[config.mk]
export PLATFORM = sky130hd
export DESIGN_NAME = frm_irq_bank
export DESIGN_NICKNAME = d
export VERILOG_FILES = /design/src/rtl/frm_irq_bank.sv
export SDC_FILE = /design/constraint.sdc
export NUM_CORES = 1
export LEC_CHECK = 0
export BUFFER_PORTS_ARGS = -buffer_cell sky130_fd_sc_hd__buf_4
export CORE_MARGIN = 2
export CORE_UTILIZATION = 64
export CTS_BUF_LIST = sky130_fd_sc_hd__clkbuf_2
export CTS_CLUSTER_DIAMETER = 150
export CTS_CLUSTER_SIZE = 10
export DETAILED_ROUTE_END_ITERATION = 6
export PLACE_DENSITY = 0.87
export SLEW_MARGIN = 20
export SYNTH_ARGS = -nofsm -noshare
export SYNTH_HDL_FRONTEND = slang
export SYNTH_SLANG_ARGS = --single-unit
[constraint.sdc]
create_clock -name clk -period 2.63 [get_ports clk]
set_input_delay 0.1315 -clock clk [delete_from_list [all_inputs] [get_ports clk]]
set_output_delay 0.1315 -clock clk [all_outputs]
set_load 0.01 [all_outputs]
[src/rtl/frm_irq_bank.sv]
module frm_irq_bank #(
  parameter int CNT_W      = 8,
  parameter int JA_DEPTH   = 32,
  parameter int JA_MARGIN  = 4,
  parameter int DB_CYC     = 3,
  parameter int FILL_W     = $clog2(JA_DEPTH + 1)
) (
  input  logic              clk,
  input  logic              rst,
  input  logic              ev_fas,
  input  logic              ev_crc,
  input  logic              ev_ebit,
  input  logic              ev_bpv,
  input  logic              ev_prbs,
  input  logic              ev_prbs_mf,
  input  logic              lvl_1s,
  input  logic              lvl_5s,
  input  logic              remote_alarm,
  input  logic [FILL_W-1:0] ja_fill,
  input  logic [3:0]        sig_bits,
  input  logic              sig_four,
  input  logic              sig_db_en,
  input  logic [5:0]        mask_cnt,
  input  logic [4:0]        mask_cond,
  input  logic              rd_en,
  input  logic [1:0]        rd_addr,
  output logic [7:0]        rd_data,
  output logic              irq
);

  localparam int NCNT  = 6;
  localparam int NCOND = 5;
  localparam int RUN_W = $clog2(DB_CYC + 1);
  localparam logic [FILL_W-1:0] FILL_LO  = FILL_W'(JA_MARGIN);
  localparam logic [FILL_W-1:0] FILL_HI  = FILL_W'(JA_DEPTH - JA_MARGIN);
  localparam logic [RUN_W-1:0]  RUN_MAX  = RUN_W'(DB_CYC);

  logic [NCNT-1:0]  inc, wrap, set_cnt, st_cnt;
  logic [NCOND-1:0] cond, set_cond, st_cond;
  logic [CNT_W-1:0] cnt [NCNT];

  assign inc = {ev_prbs_mf, ev_prbs, ev_bpv, ev_ebit, ev_crc, ev_fas};

  for (genvar i = 0; i < NCNT; i++) begin : g_cnt
    assign wrap[i] = inc[i] & (&cnt[i]);
    always_ff @(posedge clk) begin
      if (rst)         cnt[i] <= '0;
      else if (inc[i]) cnt[i] <= cnt[i] + 1'b1;
    end
  end

  // timer edges, coincident alarm, FIFO zone entry
  logic q_1s, q_5s, q_near;
  logic ja_near;
  assign ja_near = (ja_fill <= FILL_LO) || (ja_fill >= FILL_HI);

  always_ff @(posedge clk) begin
    if (rst) begin
      q_1s   <= 1'b0;
      q_5s   <= 1'b0;
      q_near <= 1'b0;
    end else begin
      q_1s   <= lvl_1s;
      q_5s   <= lvl_5s;
      q_near <= ja_near;
    end
  end

  // signalling change detector with optional debounce
  logic [3:0]       acc, cand, cmp;
  logic [RUN_W-1:0] run, run_nx;
  logic             diff, new_cand, sig_acc;

  assign cmp      = sig_four ? 4'hF : 4'hC;
  assign diff     = (sig_bits & cmp) != (acc & cmp);
  assign new_cand = (sig_bits & cmp) != (cand & cmp);
  assign run_nx   = (new_cand ? '0 : run) + 1'b1;
  assign sig_acc  = diff && (!sig_db_en || run_nx >= RUN_MAX);

  always_ff @(posedge clk) begin
    if (rst) begin
      acc  <= '0;
      cand <= '0;
      run  <= '0;
    end else if (sig_acc) begin
      acc  <= sig_bits;
      cand <= sig_bits;
      run  <= '0;
    end else if (diff) begin
      cand <= sig_bits;
      run  <= run_nx;
    end else begin
      run  <= '0;
    end
  end

  assign cond = {sig_acc,
                 ja_near & ~q_near,
                 remote_alarm & ev_crc,
                 lvl_5s & ~q_5s,
                 lvl_1s & ~q_1s};

  assign set_cnt  = wrap & mask_cnt;
  assign set_cond = cond & mask_cond;

  logic rd_cnt, rd_cond;
  assign rd_cnt  = rd_en && rd_addr == 2'd0;
  assign rd_cond = rd_en && rd_addr == 2'd1;

  always_ff @(posedge clk) begin
    if (rst) begin
      st_cnt  <= '0;
      st_cond <= '0;
    end else begin
      st_cnt  <= (rd_cnt  ? '0 : st_cnt)  | set_cnt;
      st_cond <= (rd_cond ? '0 : st_cond) | set_cond;
    end
  end

  assign rd_data = rd_cnt  ? {2'b00, st_cnt}   :
                   rd_cond ? {3'b000, st_cond} : 8'h00;
  assign irq = |{st_cnt, st_cond};

  assert_wrap_R1: assert property (@(posedge clk) disable iff (rst)
    (ev_fas && cnt[0] == '1 && mask_cnt[0]) |=> st_cnt[0]);

  assert_masked_R2: assert property (@(posedge clk) disable iff (rst)
    (!st_cnt[1] && !mask_cnt[1] && !rd_cnt) |=> !st_cnt[1]);

  assert_clear_R3: assert property (@(posedge clk) disable iff (rst)
    (rd_cond && set_cond == '0) |=> st_cond == '0);

  assert_kept_R4: assert property (@(posedge clk) disable iff (rst)
    (rd_cnt && set_cnt[1]) |=> st_cnt[1]);

  assert_sec_R5: assert property (@(posedge clk) disable iff (rst)
    (lvl_1s && !q_1s && mask_cond[0]) |=> st_cond[0]);

  assert_zone_R7: assert property (@(posedge clk) disable iff (rst)
    (ja_near && !q_near && mask_cond[3]) |=> st_cond[3]);

  assert_irq_R10: assert property (@(posedge clk) disable iff (rst)
    (st_cnt == '0 && st_cond == '0) |-> !irq);

  assert_reset_R11: assert property (@(posedge clk)
    rst |=> (st_cnt == '0 && st_cond == '0 && cnt[0] == '0));

  assert_unused_R12: assert property (@(posedge clk) disable iff (rst)
    !rd_en |-> rd_data == 8'h00);

endmodule

; After elaboration in Yosys (flattened, before gate mapping)
; Memories as Yosys holds them, arrays and structs flattened.
; Index checks and enable logic that the tools add are counted.
; W data, S select, Z words.
[word_totals]
reg_bits = 24
ram_bits = 48
in_bits = 37
output_inout_bits = 9
elab_cells = 99
mem_count = 1
[mem_list]
columns = memory, words, width, read_ports, rd_ports_with_merged_regs, wr, line_no
row1 = cnt, 6, 8, 6, 0, 6, 40  ; logic [CNT_W-1:0] cnt [NCNT];
[op_classes]
add_sub_neg = 7
order_cmp = 3
n_eq_ne = 3
muxes = 34
bitwise_logic = 27
n_reduce_logical = 16
[ops]
columns = op, n
row1 = $add A8 B1 Y8 const B, 6
row2 = $mux W8, 6
row3 = $reduce_and A8 Y1, 6
row4 = $mux W1, 20
row5 = $and A4 B4 Y4, 3
row6 = $mux W6, 2
row7 = $reduce_or A11 Y1, 1
row8 = $and A1 B1 Y1, 10
row9 = $mux W5, 2
row10 = $mux W4, 2
row11 = $ne A4 B4 Y1, 2
row12 = $and A6 B6 Y6, 1
row13 = $ge A6 B5 Y1 const B, 1
row14 = $le A6 B3 Y1 const B, 1
row15 = $or A1 B1 Y1, 6
row16 = $or A6 B6 Y6, 1
row17 = $and A5 B5 Y5, 1
row18 = $or A5 B5 Y5, 1
row19 = $mux W2, 2
row20 = $not A1 Y1, 4
row21 = $logic_and A1 B1 Y1, 3
row22 = $reduce_or A3 Y1, 1
row23 = $add A2 B1 Y2 const B, 1
row24 = $eq A2 B1 Y1 const B, 1
row25 = 5 further kinds, 6

; Longest topological paths before layout
[logic_depth]
word_depth = 10
mapped_depth = 8
ltp_nobuf = 7

; Worst setup path after synthesis
; Ideal clock, no wire load.
[synth_timing]
path_type = reg-to-reg
start = register cand[1]
end = register acc[0]
setup_ns = 0.072
arrival_ns = 1.654
required_ns = 2.558
path_slack_ns = 0.904
stages_incl_launch_ff = 9
path_buffers = 1
synth_period_minus_slack_ns = 1.726
path_cell_list = dfxtp_1 -> xor2_1 -> o21ai_0 -> and4_1 -> ha_1 -> nand2b_1 -> clkbuf_1 -> o31a_1 -> mux2i_1
[synth_via]
elab_chain_len = 7
[synth_rtl]
columns = element, line_no
row1 = "start, declared", 70  ; logic [3:0] acc, cand, cmp;
row2 = "start signal, assigned", 87  ; cand <= sig_bits;
row3 = "start signal, assigned", 90  ; cand <= sig_bits;
row4 = $and A4 B4 Y4, 76  ; assign new_cand = (sig_bits & cmp) != (cand & cmp);
row5 = $ne A4 B4 Y1, 76
row6 = $mux W2, 77  ; assign run_nx = (new_cand ? '0 : run) + 1'b1;
row7 = $add A2 B1 Y2, 77
row8 = $ge A2 B2 Y1, 78  ; assign sig_acc = diff && (!sig_db_en || run_nx >= RUN_MAX);
row9 = $logic_or A1 B1 Y1, 78
row10 = $logic_and A1 B1 Y1, 78
row11 = "end signal, assigned", 86  ; acc <= sig_bits;
row12 = "end, declared", 70
; No other way between the ends.
; A chain may end at the register's enable or synchronous reset.

; Worst setup path in the final report
[layout_timing]
start = register cand[1]
end = register acc[3]
; The elaborated chain is that of the path after synthesis.

==> summary.md <==
| Metric | Value |
|---|---|
| Status | `finished clean` |
| Post-synth ARST share | `0%` |
| Synth top area cells | `edfxtp_1, dfxtp_1, nor2_1, xor2_1, mux2i_1` |
| Worst Setup End Kind | `flop` |
| FF/Latch Area | `a little under 2000 um^2` |
| Hold crit path type | `input port to flop` |
| Clock Sink Count | `72` |
| Synth area leader | `edfxtp_1` |
| Min cycle time layout | `2310 ps` |
| Setup crit start kind | `flop` |
| Power Density | `slightly above 500 nW/um^2` |
| Layout cell share with drive strength beyond 1 | `roughly 17%` |
| Syn Std Cell Area | `about 3500 um^2` |
| Worst-Skew Late Latency | `slightly below 500 ps` |
| Post-CTS setup buffers | `0` |
| Antenna violations before repair | `0` |
| Crit path DAT | `roughly 2700 ps` |
| Post-CTS Resized | `0` |
| Fin cells | `between 400 and 500` |
| Cells after DPL | `~440` |
| I/O pins | `between 40 and 50` |
| Clk_skew | `around 24 ps` |
| Worst-path maximum fanout | `6` |
| Die H | `around 78 um` |
| WP buf/inv | `1` |
| Mean Syn Cell Area | `10.5 um^2` |
| Vias per cell | `approximately 5.7` |
| Unique cell type count in the Yosys netlist | `roughly 40` |
| Vias | `around 2700` |
| Initial Util | `roughly two thirds` |
| Hold Fails Final Rpt | `0` |
| Setup_tns | `0 ps` |
| Total of max-cap violations | `0` |
| Pin count of the biggest net entering global routing | `36` |
| Vias in the first global route | `2632` |
| Die Area | `about 6200 um^2` |
| Fin Hold WS | `approximately 27 ps` |
| Gr ovfl total | `0` |
| # DRC | `0` |
| Root buf cell | `clkbuf_2` |
| Critical path cell sequence | `xor2_1 -> o21ai_0 -> and4_1 -> ha_1 -> nand2b_1 -> mux2i_1 -> nor2_1 -> dlygate4sd3_1` |
| #FFs+latches synth | `just over 70` |
| Die width | `approximately 78 um` |
| Pre-antenna DRT Iters | `4` |
| First-pass GRT wire length | `approximately 12000 um` |
| Routability cong. | `around 0.78` |
| Filler instances | `approximately 370` |
| Syn-to-layout area delta | `17.7%` |
| Setup violators final | `0` |
| Residual antenna-violating net count after detailed routing | `0` |
| Crit-path max cell delay | `around 560 ps` |
| Fmax | `around 430 MHz` |
| Final Slew Violations | `0` |
| Rows | `27` |
| IO Port Bufs | `43` |
| CTS H-tree depth | `3` |
| Clock slew at reported path FFs | `~180 ps` |
| Synthesis Warnings | `0` |
| Leakage power | `about 0.0016 uW` |
| Area of the multi-input gates | `1540 um^2` |
| Final wirelength | `7040 um` |
| Ant. Diodes | `0` |
| Core footprint | `around 5400 um^2` |
| CP max stage cell | `dlygate4sd3_1` |
| Cells after Synth | `around 340` |
| Final net count | `around 440` |
| Fin util | `~77%` |
| Post-DP HPWL | `between 4000 and 5000 um` |
| Cts bufs inserted | `9` |
| Final period util | `between 80% and 90%` |
| Crit-path leading delay family | `simple AND/OR/NAND/NOR gates` |
| Clock Path Buffers | `2` |
| Main flop type after synthesis | `edfxtp_1` |
| Total chip power | `about 2100 uW` |
| Critical path required time | `a little over 3000 ps` |
| Clock tree from TritonCTS | `yes` |
| Synth top area share | `between 40% and 50%` |
| GRT Total Usage | `around a quarter` |
| VDD IR max | `approximately 0.40 mV` |
| Number of flops mapped to enable cells by yosys | `48` |
| Register area share after synthesis | `around 54%` |
| WS Path Type | `flop to flop` |
| RSZ-0062 raised after global routing | `no` |
| First DRT Iteration DRCs | `~200` |
| Wire per inst | `between 10 and 15 um` |
-- metal layers --
| metal | part of all wire (%) | vias to the layer above | track usage (%) |
|---|---|---|---|
| li1 | - | 1337 | - |
| met1 | 44 | 1305 | 32.6 |
| met2 | 49 | 74 | 40.6 |
| met3 | 4.7 | 18 | 4.94 |
| met4 | 2.3 | 0 | 10.9 |
| met5 | 0 | - | 0 |
-- tightest hold or removal path: cells and delay by family --
family / cells / cell delay [ps]
and+or+nand+nor: 1 / 160
muxes: 1 / 60
buffers and inverters: 1 / 120
-- what timing repair did --
action                                  in CTS  in global routing
hold buffers                                19                  0
hold endpoints to repair                    17                  0
endpoints found under the setup margin       0                  0
-- stage by stage --
stage	cell area (um^2)	setup slack, ps
6_report	4170	321
5_1_grt	4170	200
4_1_cts	4170	361
3_5_place_dp	3910	794
3_3_place_gp	3910	861
2_1_floorplan	3550	904
-- power by group --
| group | leakage (uW) | internal [uW] | switching, uW | total, uW |
|---|---|---|---|---|
| combinational | 0.000826 | 136 | 133 | 269 |
| clock | 0.0000636 | 141 | 360 | 501 |
| sequential | 0.000728 | 1280 | 59.0 | 1340 |
-- flip-flops by register name (all words and copies together), names as in the netlist --
signal   flops
q_near       1
run          2
st_cond      5
q_5s         1
cand         4
acc          4
st_cnt       6
cnt         48
q_1s         1
-- kinds of logic (layout without fill, tap and decap cells) --
group           count (synthesis)  after routing  synth area share (%)
fa+ha+maj                       7              7                  2.47
simple gates                  151            151                  21.7
flops                          72             72                  54.2
other cells                     1              2                 0.106
mux                            13             13                  3.67
xor+xnor                       32             32                  7.90
buf+inv                        20             85                  2.40
compound gates                 43             43                  7.55
-- synth_stat cells, types with 9 or more instances --
cell / n
mux2i_1: 13
nand2b_1: 17
or3_1: 12
a21oi_1: 15
edfxtp_1: 48
clkbuf_1: 9
dfxtp_1: 24
xor2_1: 19
o21ai_0: 13
nand2_1: 21
nand3_1: 20
nor2_1: 50
xnor2_1: 13
-- cell type report --
cell class / instances / share of cell area [%]
Clock inverter: 2 / 0.210
Clock buffer: 14 / 1.68
Tap cell: 72 / 2.16
Sequential cell: 72 / 46.0
Multi-Input combinational cell: 248 / 37.0
Timing Repair Buffer: 62 / 12.3
Inverter: 7 / 0.629
-- layout by cell type, fill, tap and decap left out, drive strengths merged, types with 3 or more instances in the layout --
cell type    netlist  final
nor2              50     50
xnor2             13     13
and4               3      3
xor2              19     19
ha                 7      7
nor4               4      4
and3               4      4
nand4              5      5
o41ai              3      3
mux2i             13     13
o21ai             13     13
nor2b              3      3
or3               12     12
clkbuf             9     14
nand3             20     20
inv                7      7
dlygate4sd3        0     19
nand2             21     21
nand2b            17     17
dfxtp             24     24
edfxtp            48     48
or2                6      6
buf                4     43
a21oi             15     15
-- path summary, 6_finish.rpt --
check	startpoint	endpoint	slack, ps	depth (start not counted)
setup / recovery	cand[1]	acc[3]	320	8
hold / removal	sig_bits[0]	acc[0]	30	3
setup reg to reg	cand[1]	acc[3]	320	8
hold reg to reg	st_cnt[1]	st_cnt[1]	490	2
Power figures use the tool's default switching activity.
